$ cat config.mk
export PLATFORM = sky130hd
export DESIGN_NAME = aig_issue_gate
export DESIGN_NICKNAME = d
export VERILOG_FILES = /design/src/rtl/aig_pkg.sv /design/src/rtl/aig_lfsr.sv /design/src/rtl/aig_rr_arb.sv /design/src/rtl/aig_rank_gate.sv /design/src/rtl/aig_issue_gate.sv
export SDC_FILE = /design/constraint.sdc
export NUM_CORES = 1
export LEC_CHECK = 0
export BUFFER_PORTS_ARGS = -buffer_cell sky130_fd_sc_hd__clkbuf_2
export CAP_MARGIN = 25
export CORE_MARGIN = 5
export CORE_UTILIZATION = 35
export DETAILED_ROUTE_END_ITERATION = 7
export GPL_ROUTABILITY_DRIVEN = 0
export HOLD_SLACK_MARGIN = 0.05
export PLACE_DENSITY = 0.68
export SLEW_MARGIN = 30
export SYNTH_ARGS = -nofsm -noshare
export SYNTH_HDL_FRONTEND = slang
export SYNTH_SLANG_ARGS = --single-unit
$ cat constraint.sdc
create_clock -name clk -period 14.9 [get_ports clk]
set_input_delay 2.98 -clock clk [delete_from_list [all_inputs] [get_ports clk]]
set_output_delay 2.98 -clock clk [all_outputs]
set_load 0.02 [all_outputs]
$ cat src/rtl/aig_pkg.sv
package aig_pkg;
  typedef enum logic [1:0] {
    THR_OFF  = 2'b00,
    THR_RAND = 2'b01,
    THR_PRED = 2'b10
  } thr_mode_e;
endpackage

$ cat src/rtl/aig_lfsr.sv
module aig_lfsr #(
  parameter int          W    = 16,
  parameter logic [W-1:0] TAPS = 16'hB400,
  parameter logic [W-1:0] SEED = 16'hACE1
) (
  input  logic         clk,
  input  logic         rst_n,
  input  logic         en,
  output logic [W-1:0] state
);
  logic [W-1:0] state_q, state_d;

  always_comb begin
    state_d = state_q;
    if (en) state_d = (state_q >> 1) ^ (state_q[0] ? TAPS : '0);
  end

  always_ff @(posedge clk or negedge rst_n) begin
    if (!rst_n) state_q <= SEED;
    else        state_q <= state_d;
  end

  assign state = state_q;
endmodule

$ cat src/rtl/aig_rr_arb.sv
module aig_rr_arb #(
  parameter int N = 4
) (
  input  logic         clk,
  input  logic         rst_n,
  input  logic [N-1:0] req,
  output logic [N-1:0] gnt
);
  localparam int PW = (N > 1) ? $clog2(N) : 1;

  logic [PW-1:0] ptr_q, ptr_d;
  logic          found;

  // search starts one past the last granted slot
  always_comb begin
    gnt   = '0;
    found = 1'b0;
    for (int off = 1; off <= N; off++) begin
      int idx;
      idx = int'(ptr_q) + off;
      if (idx >= N) idx = idx - N;
      if (!found && req[idx]) begin
        gnt[idx] = 1'b1;
        found    = 1'b1;
      end
    end
  end

  always_comb begin
    ptr_d = ptr_q;
    for (int i = 0; i < N; i++) begin
      if (gnt[i]) ptr_d = PW'(i);
    end
  end

  always_ff @(posedge clk or negedge rst_n) begin
    if (!rst_n)     ptr_q <= PW'(N - 1);
    else if (found) ptr_q <= ptr_d;
  end
endmodule

$ cat src/rtl/aig_rank_gate.sv
module aig_rank_gate (
  input  logic       req_valid,
  input  logic       req_write,
  input  logic       req_row,
  input  logic       host_busy,
  input  logic       bank_clash,
  input  logic [1:0] mode,
  input  logic       draw_pass,
  input  logic       inhibit,
  output logic       eligible
);
  import aig_pkg::*;

  logic wr_ok;

  always_comb begin
    unique case (mode)
      THR_RAND: wr_ok = draw_pass;
      THR_PRED: wr_ok = !inhibit;
      default:  wr_ok = 1'b1;
    endcase
  end

  assign eligible = req_valid && !host_busy && !(req_row && bank_clash)
                    && (!req_write || wr_ok);
endmodule

$ cat src/rtl/aig_issue_gate.sv
module aig_issue_gate #(
  parameter int NR     = 4,
  parameter int BANK_W = 3,
  parameter int PROB_W = 16,
  localparam int RW    = (NR > 1) ? $clog2(NR) : 1
) (
  input  logic                 clk,
  input  logic                 rst_n,
  input  logic [1:0]           mode,
  input  logic [PROB_W-1:0]    wr_prob,
  input  logic [NR-1:0]        host_busy,
  input  logic                 host_pend_valid,
  input  logic [RW-1:0]        host_pend_rank,
  input  logic [BANK_W-1:0]    host_pend_bank,
  input  logic                 hq_valid,
  input  logic [RW-1:0]        hq_rank,
  input  logic                 hq_read,
  input  logic [NR-1:0]        acc_valid,
  input  logic [NR-1:0]        acc_write,
  input  logic [NR-1:0]        acc_row,
  input  logic [NR*BANK_W-1:0] acc_bank,
  output logic [NR-1:0]        grant,
  output logic [NR-1:0]        inhibit
);
  import aig_pkg::*;

  logic [PROB_W-1:0] draw;
  logic              draw_pass;
  logic              draw_en;
  logic [NR-1:0]     inh_q, inh_d;
  logic [NR-1:0]     elig;

  assign draw_en = (mode == THR_RAND);

  aig_lfsr #(.W(PROB_W)) u_lfsr (
    .clk   (clk),
    .rst_n (rst_n),
    .en    (draw_en),
    .state (draw)
  );

  assign draw_pass = (draw < wr_prob);

  // next-rank prediction, registered so it leads the host command
  always_comb begin
    inh_d = '0;
    if (mode == THR_PRED && hq_valid && hq_read) inh_d[hq_rank] = 1'b1;
  end

  always_ff @(posedge clk or negedge rst_n) begin
    if (!rst_n) inh_q <= '0;
    else        inh_q <= inh_d;
  end

  for (genvar g = 0; g < NR; g++) begin : g_rank
    localparam logic [RW-1:0] RID = RW'(g);
    logic clash;
    assign clash = host_pend_valid && (host_pend_rank == RID)
                   && (host_pend_bank == acc_bank[g*BANK_W +: BANK_W]);
    aig_rank_gate u_gate (
      .req_valid  (acc_valid[g]),
      .req_write  (acc_write[g]),
      .req_row    (acc_row[g]),
      .host_busy  (host_busy[g]),
      .bank_clash (clash),
      .mode       (mode),
      .draw_pass  (draw_pass),
      .inhibit    (inh_q[g]),
      .eligible   (elig[g])
    );
  end

  aig_rr_arb #(.N(NR)) u_arb (
    .clk   (clk),
    .rst_n (rst_n),
    .req   (elig),
    .gnt   (grant)
  );

  assign inhibit = inh_q;
endmodule

==> metrics.csv, run 1 <==
stage;metric;value;unit
run_status;outcome;finished, final reports clean;
worst_hold_path;hold wc startpoint;u_lfsr.state[10]$_DFFE_PN1P_;
yosys;leading post-synthesis cells by cell area;dfrtp_1, ha_1, dfstp_2;
routing;iteration-0 DRC count of the detailed router;64;
finish;share of cells above drive strength 1;37.0;%
setup_path;Worst R2R Setup Slack;11150;ps
worst_hold_path;worst min-delay path endpoint;u_lfsr.state[10]$_DFFE_PN1P_;
clock_network;Clock Sinks;22;
job;max-cap violation count;0;
setup_path;RR Endpoint;u_arb.ptr_q[0]$_DFFE_PN1P_;
yosys;Synth area leader;dfrtp_1;
routing;Final ANT Viol Nets;0;
sta;crit share post-route;62.3;%
finish;Final #Nets;353;
finish;Post-Route Utilization;43.9;%
power;Gate power share;53.3;%
worst_hold_path;hold path depth;2;
power;Flop pwr share;34.9;%
floorplanning;Die Wd;85.4;um
yosys;EDFF count, synth;0;
sta;final hold viol count;0;
floorplanning;Die Height;85.4;um
setup_path;Worst setup SP type;input port;
routing;DRC viols;0;
clock_network;Clock Tree Buf Depth;2;
clock_network;post-CTS sizing;0;
yosys;mean post-synth cell area;9.52;um2
power;Clock power frac;11.8;%
setup_path;worst reg-to-reg path cell count;11;
floorplanning;die area;0.00730;mm2
floorplanning;Core Area;0.00551;mm2
global_route;first-pass GRT wire length;7.58;mm
power;Power Dens Cells;145;mW/mm2
setup_path;crit end category;output port;
finish;Non-Filler Instances;342;
yosys;Synth top cells by count;inv_1, ha_1, mux2_2;
routing;Wirelength per Cell;12.8;um
setup_path;Crit Path Class;input port to output port;
yosys;mapped cell area;0.00199;mm2
power;Sw Share;40.4;%
floorplanning;Top-Level Pins;66;
sta;Final setup viols;0;
yosys;dominant synthesized flop cell;dfrtp_1;
sta;clk_skew;1.84;ps
routing;drt pass-1 iters;4;
clock_network;Skew-Pair Late Insertion Delay;250;ps
floorplanning;# rows;27;
power;VDD IR-drop max;65.9;uV
yosys;post-synthesis sequential area ratio;28.3;%
yosys;number of synthesized register bits;22;
setup_path;crit path max fanout;9;
routing;DR vias/cell;4.95;
clock_network;H-tree levels;1;
yosys;area share of the largest cell type after synthesis;15.1;%
sta;RSZ-0062 raised after global routing;no;
yosys;number of library cell types mapped by synthesis;49;
global_route;largest net degree at the start of global routing;23;
placed_design;detailed placer's ending HPWL;3.80;mm
sta;hold_ws;501;ps
global_route;total grt overflow;0;
yosys;Syn. warnings;0;
placed_design;IO Port Bufs;65;
sta;TNS Setup;0;ps
clock_network;Reg clk slew, reported paths;80;ps
clock_network;TritonCTS clock tree;done;
sta;FMAX;108;MHz
worst_hold_path;worst hold path class;flop to flop;
clock_network;root buffer cell;clkbuf_8;
floorplanning;Initial Util;36.2;%
global_route;initial antenna violation count;0;
sta;relative slew slack;49.1;%
power;Psw;0.142;mW
clock_network;TritonCTS buffer count;3;
sta;worst-margin pin slew;763;ps
clock_network;Post-CTS Setup Inserts;0;
sta;Final Slew Violations;0;
finish;ant diodes;0;
routing;Via Count;1694;
power;leakage;1.18;nW
placed_design;placed cells;338;
setup_path;WP data required;11920;ps
yosys;Gate Count Post-Synth;209;
global_route;All-Layer GR Usage;12.4;%
setup_path;Critical Path AT;6310;ps
power;Int Power;0.209;mW
sta;fin crit period;9290;ps
finish;synth-to-layout area growth;21.3;%
finish;fill count;541;
yosys;syn nets;291;
yosys;most instantiated library cell after synthesis;inv_1;
global_route;vias in the first global route;1703;
clock_network;Post-CTS Hold Buffers;0;
yosys;Post-synth ARST share;100;%
setup_path;RR Startpoint;u_lfsr.state[14]$_DFFE_PN0P_;
routing;final WL;4.37;mm
==> cell type report <==
type / count / area (um2) / area share (%)
Sequential cell: 22 / 563 / 23.3
Multi-Input combinational cell: 154 / 1290 / 53.3
Timing Repair Buffer: 65 / 325 / 13.5
Clock buffer: 4 / 55.1 / 2.28
Tap cell: 72 / 90.1 / 3.73
Inverter: 25 / 93.8 / 3.89
==> logic make-up after synthesis <==
group,synth area share [%]
buffers and inverters,7.04
muxes,11.3
DFF,28.3
xor gates and xnor gates,6.60
and+or+nand+nor,16.1
AOI/OAI and AO/OA,15.6
adders and majority gates,15.1
==> per-stage QoR <==
| stage | setup WS [ps] | total power [mW] | area (um2) |
|---|---|---|---|
| floorplan | 5990 | 0.260 | 1990 |
| global placement | 5620 | 0.307 | 2360 |
| detailed placement | 5600 | 0.312 | 2360 |
| CTS | 5600 | 0.355 | 2410 |
| global route | 5360 | 0.386 | 2410 |
| finish | 5610 | 0.351 | 2410 |
==> worst max-delay path: stages <==
cell      delay [ps]
clkbuf_2          70
inv_1             40
ha_1             300
nand4_1          160
or3_1            410
or3_4            400
a31o_4           290
o21a_4           230
mux4_2           520
or3b_1           370
a31oi_1          210
nor2_1           100
inv_1             60
clkbuf_2         160
==> layout by cell type (no fill, tap or decap), types with 4 or more instances in the layout <==
| cell | Yosys | routed |
|---|---|---|
| dfstp_2 | 10 | 10 |
| nand2_1 | 7 | 7 |
| a31oi_1 | 7 | 7 |
| xor2_1 | 9 | 9 |
| mux2_2 | 13 | 13 |
| dfrtp_1 | 12 | 12 |
| a21oi_1 | 6 | 6 |
| ha_1 | 24 | 24 |
| nand4_1 | 4 | 4 |
| nor2_1 | 11 | 11 |
| xnor2_1 | 6 | 6 |
| clkbuf_2 | 0 | 65 |
| o21ai_0 | 7 | 7 |
| clkbuf_8 | 0 | 4 |
| nor3_1 | 4 | 4 |
| inv_1 | 25 | 25 |
==> worst max-delay path by stage <==
stage | startpoint | slack [ps] | cells after the start | end
CTS | wr_prob[15] | 5600 | 14 | grant[3]
floorplan | wr_prob[15] | 5990 | 12 | grant[3]
detailed placement | wr_prob[15] | 5600 | 14 | grant[3]
finish | wr_prob[15] | 5610 | 14 | grant[3]
global placement | wr_prob[15] | 5620 | 14 | grant[3]
global route | mode[1] | 5360 | 14 | grant[3]
==> power by group through the flow <==
stage               Sequential, mW  Clock [mW]  Combinational, mW
finish                       0.123      0.0413              0.187
global route                 0.128      0.0457              0.212
CTS                          0.123      0.0425              0.190
detailed placement           0.124           0              0.188
global placement             0.122           0              0.185
floorplan                    0.111           0              0.149
==> state kept, by name, summed over array words and instances (netlist names) <==
register	flops
inhibit	4
u_lfsr.state	16
u_arb.ptr_q	2
==> per-layer routing <==
| metal | track usage, % | up-vias | part of all wire [%] |
|---|---|---|---|
| met4 | 2.16 | 0 | 0.43 |
| met3 | 2.23 | 2 | 7.0 |
| met1 | 15.9 | 773 | 43 |
| met2 | 22.0 | 50 | 50 |
| met5 | 0 | - | 0 |
| li1 | - | 869 | - |
No activity file was read; power rests on OpenSTA's default activity.
==> inputs of run 2 (changes only) <==
- PLACE_DENSITY: 0.68 -> 0.7
- clock period: 14.9 -> 8.05 ns (I/O delays scaled with it)
==> run 2 against run 1 <==
Net effect: setup slack got worse by 4000 ps; hold slack better by 0.73 ps; via count down 0.18%; clock skew grew 4.0 ps; first-iteration DRC count is 11% lower; largest power group unchanged; register-to-register slack worse by 6800 ps; die area is the same; non-clock buffer count increased by 1; largest cell class unchanged.
==> metrics.csv, run 2 (synthesis results as in run 1) <==
stage;metric;value;unit;change
placed_design;placed cells;339;;+0.30%
clock_network;TritonCTS buffer count;3;;unchanged
setup_path;WP data required;6440;ps;-5480 ps
clock_network;Reg clk slew, reported paths;70;ps;about the same
clock_network;Clock Sinks;22;;unchanged
routing;iteration-0 DRC count of the detailed router;57;;-11%
finish;most frequent cells in the layout;clkbuf_2, inv_1, ha_1;;
floorplanning;die area;0.00730;mm2;unchanged
sta;RSZ-0062 raised after global routing;no;;
setup_path;RR Startpoint;u_lfsr.state[14]$_DFFE_PN0P_;;
finish;synth-to-layout area growth;21.2;%;
routing;Wirelength per Cell;13.0;um;+1.4%
clock_network;Skew-Pair Late Insertion Delay;260;ps;about the same
power;Psw;0.262;mW;+85%
routing;DRC viols;0;;unchanged
sta;Final setup viols;0;;unchanged
setup_path;CP startpoint;wr_prob[14];;
floorplanning;Initial Util;36.2;%;unchanged
routing;Final ANT Viol Nets;0;;unchanged
clock_network;H-tree levels;1;;unchanged
clock_network;root buffer cell;clkbuf_8;;
floorplanning;Top-Level Pins;66;;unchanged
setup_path;CP endpoint;grant[3];;
sta;fin crit period;6470;ps;
setup_path;Critical Path AT;4860;ps;-1450 ps
worst_hold_path;worst hold path class;flop to flop;;
sta;final hold viol count;0;;unchanged
clock_network;Clock Tree Buf Depth;2;;unchanged
setup_path;crit path cell chain;clkbuf_2 > inv_1 > ha_1 > nand4_1 > or3_1 > or3_4 > a31o_4 > o21a_4 > mux4_2 > or3b_1 > a31oi_1 > nor2_1 > inv_1 > clkbuf_2;;
setup_path;critical path depth;14;;unchanged
finish;share of cells above drive strength 1;36.9;%;-0.14 points
routing;DR vias/cell;4.93;;-0.47%
sta;FMAX;154;MHz;
power;Int Power;0.381;mW;+82%
power;VDD IR-drop max;140;uV;+110%
finish;most common cell after layout, fill and taps aside;clkbuf_2;;
setup_path;worst reg-to-reg path cell count;11;;unchanged
setup_path;CP Buf/Inv Count;4;;unchanged
setup_path;crit path max fanout;9;;unchanged
routing;drt pass-1 iters;4;;unchanged
finish;Non-Filler Instances;343;;+0.29%
clock_network;Post-CTS Hold Buffers;0;;unchanged
sta;Final Slew Violations;0;;unchanged
clock_network;TritonCTS clock tree;done;;
power;Clock power frac;10.6;%;-1.2 points
global_route;All-Layer GR Usage;12.2;%;-0.19 points
setup_path;Worst R2R Setup Slack;4370;ps;-6780 ps
global_route;first-pass GRT wire length;7.38;mm;-2.6%
global_route;largest net degree at the start of global routing;23;;unchanged
power;Flop pwr share;35.2;%;+0.3 points
setup_path;CP top delay family;simple AND/OR/NAND/NOR gates;;
power;Power Dens Cells;267;mW/mm2;+83%
floorplanning;Core Area;0.00551;mm2;unchanged
power;leakage;1.18;nW;about the same
global_route;vias in the first global route;1654;;-2.9%
routing;final WL;4.45;mm;+1.7%
setup_path;Crit path largest cell delay;520;ps;about the same
sta;worst-margin pin slew;545;ps;-219 ps
sta;relative slew slack;63.2;%;+14 points
global_route;initial antenna violation count;0;;unchanged
setup_path;Worst setup SP type;input port;;
finish;Final #Nets;354;;+0.28%
finish;ant diodes;0;;unchanged
floorplanning;Die Height;85.4;um;unchanged
job;max-cap violation count;0;;unchanged
floorplanning;# rows;27;;unchanged
finish;max FFs per register;16;;unchanged
placed_design;IO Port Bufs;65;;unchanged
sta;TNS Setup;0;ps;unchanged
sta;clk_skew;5.86;ps;+4.03 ps
setup_path;crit end category;output port;;
global_route;total grt overflow;0;;unchanged
setup_path;RR Endpoint;u_arb.ptr_q[0]$_DFFE_PN1P_;;
clock_network;Post-CTS Setup Inserts;0;;unchanged
power;Sw Share;40.8;%;+0.40 points
power;Gate power share;54.2;%;+0.9 points
floorplanning;Die Wd;85.4;um;unchanged
routing;Via Count;1691;;-0.18%
sta;crit share post-route;80.4;%;
setup_path;Crit Path Class;input port to output port;;
worst_hold_path;hold wc startpoint;u_lfsr.state[10]$_DFFE_PN1P_;;
clock_network;post-CTS sizing;0;;unchanged
setup_path;slowest CP cell;mux4_2;;
run_status;outcome;finished, final reports clean;;
placed_design;detailed placer's ending HPWL;3.75;mm;-1.2%
[run 2: cell types whose count changed in the layout (fill, tap and decap cells not counted)]
cell,before,now
buf_4,0,1
clkbuf_1,0,1
clkbuf_8,4,3
[run 2: worst min path at each step]
stage | depth (start not counted) | to | slack [ps]
6_report | 2 | u_lfsr.state[10]$_DFFE_PN1P_ | 500
5_1_grt | 2 | u_lfsr.state[10]$_DFFE_PN1P_ | 510
4_1_cts | 2 | u_lfsr.state[10]$_DFFE_PN1P_ | 510
3_5_place_dp | 2 | u_lfsr.state[10]$_DFFE_PN1P_ | 500
3_3_place_gp | 2 | u_lfsr.state[10]$_DFFE_PN1P_ | 480
2_1_floorplan | 2 | u_lfsr.state[10]$_DFFE_PN1P_ | 470
[run 2: worst min-delay path: cells and delay by family, from the launching register on]
family / cells / cell delay [ps]
DFF: 1 / 380
AOI/OAI and AO/OA: 1 / 50
and+or+nand+nor: 1 / 80
[run 2: power groups by stage]
stage | Clock, mW | Sequential, mW | Combinational [mW]
finish | 0.0683 | 0.226 | 0.349
CTS | 0.0710 | 0.227 | 0.352
detailed placement | 0 | 0.229 | 0.347
global placement | 0 | 0.227 | 0.341
global route | 0.0758 | 0.235 | 0.390
floorplan | 0 | 0.205 | 0.276
[run 2: routing by layer]
| layer | track usage [%] | vias to the layer above | part of all wire (%) |
|---|---|---|---|
| met5 | 0 | - | 0 |
| met4 | 2.59 | 0 | 0.36 |
| met3 | 1.84 | 2 | 5.8 |
| met2 | 21.5 | 52 | 50 |
| met1 | 15.8 | 762 | 44 |
| li1 | - | 875 | - |
[run 2: metrics by stage]
step / hold WS, ps / power, mW / util (%) / cell area [um2] / setup slack (ps)
floorplan: 474 / 0.481 / - / 1990 / 1880
global placement: 482 / 0.568 / 43.0 / 2370 / 1620
detailed placement: 496 / 0.576 / 43.0 / 2370 / 1570
CTS: 508 / 0.650 / 43.8 / 2410 / 1570
global route: 512 / 0.701 / 43.8 / 2410 / 1450
finish: 502 / 0.643 / 43.8 / 2410 / 1580
[run 2: area by class of cell]
cell class,instances,area (um2)
tap,72,90.1
sequential,22,563
inverter,25,93.8
timing repair buffer,66,333
multi-input combinational,154,1290
fill,527,3090
clock buffer,4,45.0
==> inputs of run 3 (changes only) <==
- PLACE_DENSITY: 0.7 -> 0.68
- clock period: 8.05 -> 6.1 ns (I/O delays scaled with it)
==> run 3 against run 2 <==
Net effect: sequential share of layout area unchanged; largest cell class unchanged; largest power group unchanged; hold slack better by 9.2 ps; via count down 0.71%.
==> metrics.csv, run 3 (synthesis results as in run 1) <==
stage;metric;value;unit;change
run_status;outcome;finished, final reports clean;;
routing;Final ANT Viol Nets;0;;unchanged
routing;iteration-0 DRC count of the detailed router;75;;+32%
clock_network;Skew-Pair Late Insertion Delay;260;ps;about the same
routing;DRC viols;0;;unchanged
power;leakage;1.18;nW;unchanged
worst_hold_path;hold path depth;2;;unchanged
setup_path;crit end category;output port;;
finish;most common cell after layout, fill and taps aside;clkbuf_2;;
clock_network;Clock Sinks;22;;unchanged
routing;final WL;4.35;mm;-2.1%
sta;crit share post-route;93.9;%;
setup_path;slowest CP cell;mux4_2;;
sta;clk_skew;3.66;ps;-2.21 ps
global_route;total grt overflow;0;;unchanged
sta;final hold viol count;0;;unchanged
global_route;gr busiest metal;met2;;
job;max-cap violation count;0;;unchanged
power;Power Dens Cells;350;mW/mm2;+31%
setup_path;crit path cell chain;clkbuf_2 > inv_1 > ha_1 > nand4_1 > or3_1 > or3_4 > a31o_4 > o21a_4 > mux4_2 > or3b_1 > a31oi_1 > nor2_1 > inv_1 > clkbuf_2;;
clock_network;TritonCTS buffer count;3;;unchanged
power;total power;0.843;mW;+31%
setup_path;RR Endpoint;u_arb.ptr_q[0]$_DFFE_PN1P_;;
sta;relative slew slack;62.3;%;-0.94 points
placed_design;IO Port Bufs;65;;unchanged
finish;most frequent cells in the layout;clkbuf_2, inv_1, ha_1;;
setup_path;RR Startpoint;u_lfsr.state[14]$_DFFE_PN0P_;;
finish;fill count;548;;+4.0%
global_route;initial antenna violation count;0;;unchanged
global_route;All-Layer GR Usage;12.3;%;+0.023 points
setup_path;worst reg-to-reg path cell count;11;;unchanged
routing;Wirelength per Cell;12.7;um;-2.1%
global_route;largest net degree at the start of global routing;23;;unchanged
floorplanning;Core Area;0.00551;mm2;unchanged
clock_network;Post-CTS Setup Inserts;0;;unchanged
sta;Final Slew Violations;0;;unchanged
floorplanning;Initial Util;36.2;%;unchanged
routing;Via Count;1679;;-0.71%
sta;TNS Setup;0;ps;unchanged
sta;worst-margin pin slew;558;ps;+13.9 ps
power;VDD IR-drop max;184;uV;+32%
finish;share of cells above drive strength 1;36.9;%;unchanged
floorplanning;Top-Level Pins;66;;unchanged
setup_path;crit path max fanout;9;;unchanged
placed_design;detailed placer's ending HPWL;3.75;mm;about the same
floorplanning;Die Wd;85.4;um;unchanged
setup_path;WP data required;4880;ps;-1560 ps
floorplanning;# rows;27;;unchanged
clock_network;Post-CTS Hold Buffers;0;;unchanged
sta;RSZ-0062 raised after global routing;no;;
clock_network;root buffer cell;clkbuf_8;;
clock_network;post-CTS sizing;0;;unchanged
sta;FMAX;175;MHz;
finish;synth-to-layout area growth;21.2;%;unchanged
clock_network;Clock Tree Buf Depth;2;;unchanged
setup_path;CP top delay family;simple AND/OR/NAND/NOR gates;;
global_route;met1 Use GR;15.4;%;-0.36 points
floorplanning;die area;0.00730;mm2;unchanged
setup_path;Worst setup SP type;input port;;
routing;drt pass-1 iters;4;;unchanged
clock_network;TritonCTS clock tree;done;;
floorplanning;Die Height;85.4;um;unchanged
setup_path;Critical Path AT;4510;ps;-350 ps
sta;Final setup viols;0;;unchanged
setup_path;Crit Path Class;input port to output port;;
global_route;first-pass GRT wire length;7.56;mm;+2.4%
sta;hold_ws;511;ps;+9.24 ps
worst_hold_path;worst hold path class;flop to flop;;
finish;ant diodes;0;;unchanged
sta;fin crit period;5730;ps;
clock_network;H-tree levels;1;;unchanged
finish;Final #Nets;354;;unchanged
setup_path;CP Buf/Inv Count;4;;unchanged
global_route;met2 usage;21.7;%;+0.14 points
global_route;vias in the first global route;1754;;+6.0%
global_route;GR Util met3;2.04;%;+0.19 points
clock_network;Reg clk slew, reported paths;80;ps;about the same
finish;max FFs per register;16;;unchanged
worst_hold_path;worst min-delay path endpoint;u_lfsr.state[10]$_DFFE_PN1P_;;
setup_path;Crit path largest cell delay;520;ps;about the same
setup_path;Worst R2R Setup Slack;2360;ps;-2010 ps
routing;DR vias/cell;4.90;;-0.71%
worst_hold_path;hold wc startpoint;u_lfsr.state[10]$_DFFE_PN1P_;;
## run 3: cell counts in the layout (fill, tap and decap cells not counted)
No cell type changed its count.
## run 3: report_power, final
group | internal, mW | switching, mW | total, mW
Combinational | 0.222 | 0.231 | 0.453
Sequential | 0.232 | 0.0680 | 0.300
Clock | 0.0465 | 0.0439 | 0.0904
Total | 0.500 | 0.343 | 0.843
## run 3: worst reg2reg max path, cell delays in order (launching register included)
cell,delay [ps]
dfrtp_1,420
ha_1,310
nand4_1,130
or3_1,410
or3_4,410
a31o_4,290
o21a_4,230
mux4_2,520
or3b_1,380
a31oi_1,220
nor2_1,100
a31oi_1,240
## run 3: routing by layer
layer  wire length (um)  up-vias
met5                  0        -
li1                   -      867
met1               1900      764
met2               2150       44
met4                 42        0
met3                263        4
## run 3: worst max-delay path by stage
stage	cells past startpoint	to	from
global placement	14	grant[3]	wr_prob[15]
detailed placement	14	grant[3]	wr_prob[15]
finish	14	grant[3]	wr_prob[15]
global route	14	grant[3]	wr_prob[14]
floorplan	12	grant[3]	wr_prob[15]
CTS	14	grant[3]	wr_prob[15]
## run 3: cell type report
type / count / area (um2) / share of cell area (%)
sequential: 22 / 563 / 23.3
timing repair buffer: 66 / 333 / 13.8
clock buffer: 4 / 45.0 / 1.87
tap: 72 / 90.1 / 3.73
inverter: 25 / 93.8 / 3.89
multi-input combinational: 154 / 1290 / 53.4
## run 3: stage by stage
| step | std cells | cell area [um2] | setup WS, ps | util (%) |
|---|---|---|---|---|
| after detailed placement | 339 | 2370 | 372 | 43.0 |
| after global placement | 339 | 2370 | 451 | 43.0 |
| after CTS | 343 | 2410 | 353 | 43.8 |
| after global routing | 343 | 2410 | 179 | 43.8 |
| final | 343 | 2410 | 369 | 43.8 |
| after floorplan | 209 | 1990 | 709 | - |
